==> config.mk <==
export PLATFORM = sky130hd
export DESIGN_NAME = wtc_cache
export DESIGN_NICKNAME = d
export VERILOG_FILES = /design/src/rtl/wtc_pkg.sv /design/src/rtl/wtc_done_sync.sv /design/src/rtl/wtc_store.sv /design/src/rtl/wtc_cache.sv
export SDC_FILE = /design/constraint.sdc
export NUM_CORES = 2
export LEC_CHECK = 0
export ABC_AREA = 1
export ABC_CLOCK_PERIOD_IN_PS = 6300
export BUFFER_PORTS_ARGS = -buffer_cell sky130_fd_sc_hd__buf_2
export CORE_ASPECT_RATIO = 0.75
export CORE_MARGIN = 3
export CORE_UTILIZATION = 40
export DETAILED_ROUTE_END_ITERATION = 6
export HOLD_SLACK_MARGIN = 0.08
export SLEW_MARGIN = 25
export SYNTH_ARGS = -nofsm -noshare
export SYNTH_HDL_FRONTEND = slang
export SYNTH_SLANG_ARGS = --single-unit
==> constraint.sdc <==
create_clock -name clk_i -period 6.3 [get_ports clk_i]
set_clock_uncertainty 0.15 [all_clocks]
set_input_delay 0.63 -clock clk_i [delete_from_list [all_inputs] [get_ports clk_i]]
set_output_delay 0.63 -clock clk_i [all_outputs]
set_load 0.005 [all_outputs]
==> src/rtl/wtc_pkg.sv <==
package wtc_pkg;
  typedef enum logic [2:0] {
    ST_IDLE, ST_CHECK, ST_RD_REQ, ST_RD_GAP, ST_FILL, ST_WR_REQ
  } wtc_state_e;
endpackage

==> src/rtl/wtc_done_sync.sv <==
module wtc_done_sync (
  input  logic clk_i,
  input  logic rst_ni,
  input  logic d_i,
  output logic rise_o
);
  logic [2:0] sh_q;
  always_ff @(posedge clk_i) begin
    if (!rst_ni) sh_q <= '0;
    else         sh_q <= {sh_q[1:0], d_i};
  end
  assign rise_o = sh_q[1] & ~sh_q[2];
endmodule

==> src/rtl/wtc_store.sv <==
module wtc_store #(
  parameter int TAG_W     = 4,
  parameter int LINE_BITS = 2,
  parameter int WORD_BITS = 2,
  parameter int DATA_W    = 32,
  localparam int LINES    = 1 << LINE_BITS,
  localparam int WORDS    = 1 << WORD_BITS
) (
  input  logic                             clk_i,
  input  logic                             rst_ni,
  input  logic [TAG_W-1:0]                 tag_i,
  input  logic [LINE_BITS-1:0]             line_i,
  input  logic [WORD_BITS-1:0]             word_i,
  output logic                             hit_o,
  output logic [DATA_W-1:0]                word_o,
  input  logic                             wr_en_i,
  input  logic [DATA_W-1:0]                wr_data_i,
  input  logic                             fill_en_i,
  input  logic [WORDS-1:0][DATA_W-1:0]     fill_data_i
);
  logic [LINES-1:0]                         valid_all;
  logic [LINES-1:0][TAG_W-1:0]              tag_all;
  logic [LINES-1:0][WORDS-1:0][DATA_W-1:0]  data_all;

  for (genvar g = 0; g < LINES; g++) begin : g_line
    logic                          sel;
    logic                          valid_q;
    logic [TAG_W-1:0]              tag_q;
    logic [WORDS-1:0][DATA_W-1:0]  data_q;
    assign sel = (line_i == LINE_BITS'(g));

    always_ff @(posedge clk_i) begin
      if (!rst_ni) begin
        valid_q <= 1'b0;
        tag_q   <= '0;
      end else if (fill_en_i && sel) begin
        valid_q <= 1'b1;
        tag_q   <= tag_i;
      end
    end

    for (genvar w = 0; w < WORDS; w++) begin : g_word
      always_ff @(posedge clk_i) begin
        if (fill_en_i && sel)
          data_q[w] <= fill_data_i[w];
        else if (wr_en_i && sel && word_i == WORD_BITS'(w))
          data_q[w] <= wr_data_i;
      end
    end

    assign valid_all[g] = valid_q;
    assign tag_all[g]   = tag_q;
    assign data_all[g]  = data_q;
  end

  assign hit_o  = valid_all[line_i] && (tag_all[line_i] == tag_i);
  assign word_o = data_all[line_i][word_i];
endmodule

==> src/rtl/wtc_cache.sv <==
module wtc_cache
  import wtc_pkg::*;
#(
  parameter int ADDR_W    = 8,
  parameter int DATA_W    = 32,
  parameter int LINE_BITS = 2,
  parameter int WORD_BITS = 2
) (
  input  logic              clk_i,
  input  logic              rst_ni,
  input  logic              req_i,
  input  logic              rd_i,
  input  logic [ADDR_W-1:0] addr_i,
  input  logic [DATA_W-1:0] wdata_i,
  output logic [DATA_W-1:0] rdata_o,
  output logic              rvalid_o,
  output logic              busy_o,
  output logic              mem_cs_o,
  output logic              mem_rd_o,
  output logic [ADDR_W-1:0] mem_addr_o,
  output logic [DATA_W-1:0] mem_wdata_o,
  input  logic [DATA_W-1:0] mem_rdata_i,
  input  logic              mem_rd_done_i,
  input  logic              mem_wr_done_i
);
  localparam int TAG_W = ADDR_W - LINE_BITS - WORD_BITS;
  localparam int WORDS = 1 << WORD_BITS;

  wtc_state_e               state_q;
  logic [ADDR_W-1:0]        addr_q;
  logic                     rd_q;
  logic [DATA_W-1:0]        wdata_q;
  logic [WORD_BITS-1:0]     cnt_q;
  logic [WORDS-1:0][DATA_W-1:0] buf_q;
  logic [DATA_W-1:0]        rdata_q;
  logic                     rvalid_q;

  logic [TAG_W-1:0]     tag_w;
  logic [LINE_BITS-1:0] line_w;
  logic [WORD_BITS-1:0] word_w;
  logic                 hit, rd_rise, wr_rise, st_wr, st_fill;
  logic [DATA_W-1:0]    hit_word;

  assign tag_w  = addr_q[ADDR_W-1 -: TAG_W];
  assign line_w = addr_q[WORD_BITS +: LINE_BITS];
  assign word_w = addr_q[WORD_BITS-1:0];

  wtc_done_sync u_rd_sync (.clk_i, .rst_ni, .d_i(mem_rd_done_i), .rise_o(rd_rise));
  wtc_done_sync u_wr_sync (.clk_i, .rst_ni, .d_i(mem_wr_done_i), .rise_o(wr_rise));

  assign st_wr   = (state_q == ST_CHECK) && !rd_q && hit;
  assign st_fill = (state_q == ST_FILL);

  wtc_store #(
    .TAG_W(TAG_W), .LINE_BITS(LINE_BITS), .WORD_BITS(WORD_BITS), .DATA_W(DATA_W)
  ) u_store (
    .clk_i, .rst_ni,
    .tag_i(tag_w), .line_i(line_w), .word_i(word_w),
    .hit_o(hit), .word_o(hit_word),
    .wr_en_i(st_wr), .wr_data_i(wdata_q),
    .fill_en_i(st_fill), .fill_data_i(buf_q)
  );

  always_ff @(posedge clk_i) begin
    if (!rst_ni) begin
      state_q  <= ST_IDLE;
      addr_q   <= '0;
      rd_q     <= 1'b1;
      wdata_q  <= '0;
      cnt_q    <= '0;
      buf_q    <= '0;
      rdata_q  <= '0;
      rvalid_q <= 1'b0;
    end else begin
      rvalid_q <= 1'b0;
      unique case (state_q)
        ST_IDLE: if (req_i) begin
          addr_q  <= addr_i;
          rd_q    <= rd_i;
          wdata_q <= wdata_i;
          state_q <= ST_CHECK;
        end
        ST_CHECK: begin
          cnt_q <= '0;
          if (!rd_q)    state_q <= ST_WR_REQ;
          else if (hit) begin
            rdata_q  <= hit_word;
            rvalid_q <= 1'b1;
            state_q  <= ST_IDLE;
          end else      state_q <= ST_RD_REQ;
        end
        ST_RD_REQ: if (rd_rise) begin
          buf_q[cnt_q] <= mem_rdata_i;
          if (cnt_q == WORD_BITS'(WORDS - 1)) state_q <= ST_FILL;
          else begin
            cnt_q   <= cnt_q + 1'b1;
            state_q <= ST_RD_GAP;
          end
        end
        ST_RD_GAP: state_q <= ST_RD_REQ;
        ST_FILL: begin
          rdata_q  <= buf_q[word_w];
          rvalid_q <= 1'b1;
          state_q  <= ST_IDLE;
        end
        ST_WR_REQ: if (wr_rise) state_q <= ST_IDLE;
        default: state_q <= ST_IDLE;
      endcase
    end
  end

  assign busy_o      = (state_q != ST_IDLE);
  assign rdata_o     = rdata_q;
  assign rvalid_o    = rvalid_q;
  assign mem_cs_o    = (state_q == ST_RD_REQ) || (state_q == ST_WR_REQ);
  assign mem_rd_o    = (state_q != ST_WR_REQ);
  assign mem_addr_o  = (state_q == ST_WR_REQ) ? addr_q : {tag_w, line_w, cnt_q};
  assign mem_wdata_o = wdata_q;
endmodule

## Word-level counts from Yosys, hierarchy flattened

Index checks and enable logic that the tools add are counted.

- ROM bits: 0
- Bits of input ports: 78
- Latch bits: 0
- Memories: 0
- Flip-flop bits (word level): 745
- Memory bits (writable): 0

- Equal/unequal tests: 20
- Shift-type cells: 0
- Mux-type cells: 62
- Reductions and logical operators: 57
- Bitwise logic cells: 4
- Add/subtract/negate cells: 1
- Multipliers: 0
- $lt $le $gt $ge: 4
- Divide/modulo/power cells: 0

Operators by type and width:

| kind | number |
|---|---|
| 32-bit 2-to-1 mux | 37 |
| 128-bit binary-select mux with 2-bit select | 1 |
| 32-bit binary-select mux with 2-bit select | 2 |
| 128-bit bitwise mux | 1 |
| 128-bit 2-to-1 mux | 1 |
| 32-bit demux with 2-bit select | 1 |
| 32-bit one-hot mux with 2 select lines | 1 |
| 2-bit nonzero test | 18 |
| 1-bit logical AND | 28 |
| 3-bit 2-to-1 mux | 5 |
| 3-bit one-hot mux with 5 select lines | 1 |
| 2-bit == test, second input constant | 5 |
| 2-bit != test, second input constant | 5 |
| 2-bit by 3-bit < comparator with 1-bit output, second input constant | 3 |
| 3-bit AND reduction | 3 |
| 4-bit binary-select mux with 2-bit select | 1 |
| 2-bit 2-to-1 mux | 4 |
| 3-bit by 2-bit == test with 1-bit output, second input constant | 2 |
| 3-bit == test, second input constant | 2 |
| 2-bit by 1-bit == test with 1-bit output, second input constant | 2 |
| 4-bit == test | 1 |
| 2-bit zero test | 2 |
| 4-bit 2-to-1 mux | 1 |
| 2-bit one-hot mux with 2 select lines | 1 |
| 15 further kinds | 20 |

## Longest topological paths before layout

- Depth after elaboration: 9
- Gate-level depth with buffers: 14
- Mapped depth without buffers: 13

## Hierarchy

Synthesis repeated with hierarchy kept, for this count alone.

- Cells, all modules: 3,634
- Area, all modules: 33,104.2 um^2

By module, submodules not included:

| module | area each (um^2) | cells each | sequential area each (um^2) | instances |
|---|---|---|---|---|
| wtc_store | 24,040.6 | 2,332 | 15,775.1 | 1 |
| wtc_cache | 8,878.5 | 1,280 | 4,144.0 | 1 |
| wtc_done_sync | 92.6 | 11 | 60.1 | 2 |

## Worst setup path before layout

No wires, ideal clock.

- Kind: flip-flop to flip-flop
- Start: register addr_q[2]
- End: register u_store.g_line[0].data_q, in the netlist u_store.data_all[0] (enable)
- Arrival: 3.625 ns
- Stages on the path, launching flop included: 12
- Path buffers: 1
- Path slack: 2.059 ns
- Required time: 5.684 ns
- Library setup time: 0.466 ns
- Cells stage by stage: dfxtp_1 > buf_4 > nand2_1 > nand2_1 > nand2_1 > nand3_1 > nand3_1 > nor2_1 > nand2_1 > nor2_2 > nand2_1 > o21ai_0

- Word-level cells in the longest chain between the ends: 8
- Elaborated cells between the ends (all ways): 12
- Those cells by class: eq/ne: 1; mux: 4; reduce/logical: 7

Ends and longest elaborated chain:

| element | RTL line | text |
|---|---|---|
| from (decl) | wtc_cache.sv:30 | `logic [ADDR_W-1:0] addr_q;` |
| from (signal assigned) | wtc_cache.sv:78 | `addr_q <= addr_i;` |
| 4-bit binary-select mux with 2-bit select | wtc_store.sv:56 | `assign hit_o = valid_all[line_i] && (tag_all[line_i] == tag_i);` |
| 4-bit 2-to-1 mux (not written as such) | wtc_store.sv:56 |  |
| 4-bit == test | wtc_store.sv:56 |  |
| 1-bit logical AND | wtc_store.sv:56 |  |
| 1-bit logical AND | wtc_cache.sv:51 | `assign st_wr = (state_q == ST_CHECK) && !rd_q && hit;` |
| 1-bit logical AND (2 in a row) | wtc_store.sv:46 | `else if (wr_en_i && sel && word_i == WORD_BITS'(w))` |
| 2-bit nonzero test (no source line) (*) | - |  |
| to (signal, indexed assignment) | wtc_store.sv:45 | `data_q[w] <= fill_data_i[w];` |
| to (signal, indexed assignment) | wtc_store.sv:47 | `data_q[w] <= wr_data_i;` |
| to (decl) | wtc_store.sv:29 | `logic [WORDS-1:0][DATA_W-1:0] data_q;` |

Mark *: on every way between the ends. The rest lies on a longest branch, timed or not. The select of a mux whose other input is x is not followed.
A chain may end at the register's enable or synchronous reset.

## Worst setup path in the final report

- Start: register addr_q[2]
- End: register u_store.g_line[2].tag_q[2]

- Word-level cells in the longest chain between the ends: 2

Ends and longest elaborated chain:

| element | RTL line | text |
|---|---|---|
| 2-bit == test | wtc_store.sv:30 | `assign sel = (line_i == LINE_BITS'(g));` |
| 1-bit logical AND | wtc_store.sv:36 | `end else if (fill_en_i && sel) begin` |
| to (signal assigned) | wtc_store.sv:38 | `tag_q <= tag_i;` |
| to (decl) | wtc_store.sv:28 | `logic [TAG_W-1:0] tag_q;` |

No other way between the ends.

==> summary.txt <==
Grt ovf: 0
Clk slew on worst S/H paths: 0.06 ns
Area post-placement: 33700 um^2
Setup CP Type: reg2reg
Mapped Area: 32000 um^2
Final hold violations: 0
Net Sw Power: 0.00552 W
CP startpoint kind: flop
Final wirelength: 108000 um
I/O Buffers: 153
Top FF cell, synth: edfxtp_1
Logic pwr share: 29.1%
Clock network fraction of total power: 29.5%
Post-Layout Inst Area: 36500 um^2
Unique masters post-synth: 33
Maximum vdd drop: 282 uV
All-Layer GR Usage: 25.3%
Worst-path fanout max: 130
Num rows: 89
Switching part of the total: 35.9%
Worst skew pair latency: 0.64 ns
Initial antenna violation count: 3
PostCTS Resize Cnt: 0
CP endpoint kind: flop
Outcome: finished, final reports clean
Synth Register Bits: 745
Mapped Avg Cell Area: 9.77 um^2
Share of layout cells above drive strength 1: 10.4%
Vias in the first global route: 24500
Pin count of the biggest net entering global routing: 145
CTS Buf Count: 75
Power density cells: 421 nW/um^2
GRT met2 Usage: 37.9%
Starting density of the core: 40.5%
Worst-margin pin slew: 1.06 ns
Syn_nets: 3355
CTS tree: yes
Tmin final: 4.24 ns
Pins Over Slew Limit: 0
Final #Nets: 3430
Worst rel slew slack: 29.2%
Ports: 154
Final Util: 46.3%
HP Class: in2reg
Synthesized instance count: 3273
Grt peak-use layer: met2
Setup_tns: 0 ns
Critical Path RT: 6.66 ns
Area fraction of the dominant cell type after synthesis: 48.1%
H-tree levels: 3
First-pass GRT wire length: 159000 um
Grt met1 use: 36.9%
Synth warn: 0
Area Overhead vs Synth: 14.2%
Seq/Total Area, Yosys: 62.7%
Final ANT Viol Nets: 0
Register share of total power: 41.4%
Initial detailed-routing violation count: 3455
Die ar.: 83400 um^2
Top post-synthesis cells by area: edfxtp_1 48%, dfxtp_1 15%, o21ai_0 11%
GP Congestion: 0.863
Setup violations, final: 0
Fillers: 7377
Vias/cell: 5.84
Fmax: 236 MHz
Static Leak: 12.9 nW
Largest area contributor in the synthesized netlist: edfxtp_1
P_int: 0.00986 W
EDFF count, synth: 512
Die H: 251 um
Max Root-Sink Buffers: 3
Fin crit share: 67.2%
HPWL Detailed: 64000 um
Residual DRC: 0
RSZ-0062 raised after global routing: no
Die extent in x: 333 um
Drt wl/cell: 24.2 um
Max cap viols: 0
Via Count: 26000
Crit path arrival time: 4.60 ns
CTS Root Cell: clkbuf_16
Synth async-reset ratio: 0%
Placeable Area: 79000 um^2
Met3 usage: 4.78%
Pre-antenna DRT Iters: 6
Clock sinks: 745
sequential cells by signal (all words and copies together) (netlist names):
register	cells
state_q	3
rvalid_o	1
mem_wdata_o	32
u_store.g_line.tag_q	16
u_store.g_line.valid_q	4
rdata_o	32
buf_q	128
u_store.data_all	512
u_wr_sync.sh_q	3
addr_q	8
rd_q	1
u_rd_sync.sh_q	3
cnt_q	2
final timing paths:
| path | start | endpoint | slack (ns) | cells after the start |
|---|---|---|---|---|
| worst min register to register | u_wr_sync.sh_q[0] | u_wr_sync.sh_q[1] | 0.26 | 2 |
| worst min-delay path | wdata_i[0] | mem_wdata_o[0] | 0.1 | 3 |
| worst max-delay path | addr_q[2] | u_store.g_line[2].tag_q[2] | 2.06 | 8 |
| worst max register to register | addr_q[2] | u_store.g_line[2].tag_q[2] | 2.06 | 8 |
metrics by stage:
| stage | hold WS, ns | total power [W] | setup slack (ns) | instances |
|---|---|---|---|---|
| final | 0.0992 | 0.0154 | 2.06 | 4458 |
| after global routing | 0.116 | 0.0161 | 1.87 | 4457 |
| after CTS | 0.0808 | 0.0154 | 2.18 | 4457 |
| after detailed placement | 0.252 | 0.0109 | 2.21 | 4283 |
| after global placement | 0.246 | 0.0108 | 2.22 | 4283 |
| after floorplan | 0.240 | 0.00903 | 2.06 | 3273 |
cell usage after synthesis (all sizes together), types with 11 or more instances:
cell type,count
inv,171
o21bai,12
a211oi,11
buf,87
a22oi,193
nand4,32
nor4,12
nor2,199
o22ai,19
o21ai,756
nand3,49
edfxtp,512
nand2,655
clkbuf,148
dfxtp,233
a21oi,162
logic make-up after synthesis:
group / share of synthesized area, %
and+or+nand+nor: 11.8
DFF: 62.7
AOI/OAI and AO/OA: 20.1
adders and majority gates: 0.157
buffers and inverters: 5.26
what timing repair did:
item                                    4_1_cts  5_1_grt
buffers inserted                              0        0
endpoints found under the hold margin        34        0
endpoints found under the setup margin        0        0
hold buffers                                 34        0
cell type report:
cell class,count,area [um^2],share of cell area (%)
Antenna cell,1,2.50,0.00685
Clock buffer,103,2120,5.79
Clock inverter,37,343,0.939
Inverter,172,651,1.78
Multi-Input combinational cell,2121,10500,28.9
Sequential cell,745,20000,54.9
Tap cell,1046,1310,3.58
Timing Repair Buffer,233,1520,4.16
power groups by stage:
stage / combinational (W) / clock (W) / sequential, W
finish: 0.00447 / 0.00455 / 0.00637
floorplan: 0.00266 / 0 / 0.00637
CTS: 0.00441 / 0.00460 / 0.00637
global placement: 0.00435 / 0 / 0.00647
global route: 0.00488 / 0.00479 / 0.00641
detailed placement: 0.00438 / 0 / 0.00647
layout by cell type, fill, tap and decap left out, types with 3 or more instances in the layout:
master         Yosys  final
buf_4             19     41
dfxtp_1          233    233
o22ai_1           19     19
edfxtp_1         512    512
clkbuf_16          0     78
inv_2              6      9
clkinv_2           0     12
clkbuf_8           0      7
a211oi_1          11     11
nor3_1             3      3
o21ai_1           27     23
clkbuf_1         148     18
clkinvlp_4         0      3
inv_1            165    160
a22oi_1          193    193
o21ai_0          729    717
nor2_4             0      5
clkinv_1           1     11
o21bai_1          12     12
o21ai_4            0     16
a21oi_1          162    162
buf_12             0      5
buf_2             60    152
nor4_1            12     12
nand2_2            1      3
nand2_1          654    648
ha_1               4      4
nand3_4            0      3
nand3_1           49     46
a211o_1            6      6
nand4_1           32     32
nor2_1           194    192
dlygate4sd3_1      0     34
bufinv_16          0      5
nand2_4            0      4
o221ai_1           3      3
layer usage:
layer / up-vias / part of all wire, %
li1: 11800 / -
met1: 12600 / 43
met4: 2 / 3.2
met5: - / 0.011
met3: 190 / 10
met2: 1512 / 43
worst max-delay path, stage by stage (launching register included):
cell     delay (ns)
dfxtp_1        0.71
nor2_4         0.10
buf_12         0.21
nand2_4        0.53
buf_4          0.60
buf_4          0.77
inv_1          0.35
o21ai_0        0.25
a21oi_1        0.06
(Power assumes the default switching activity.)
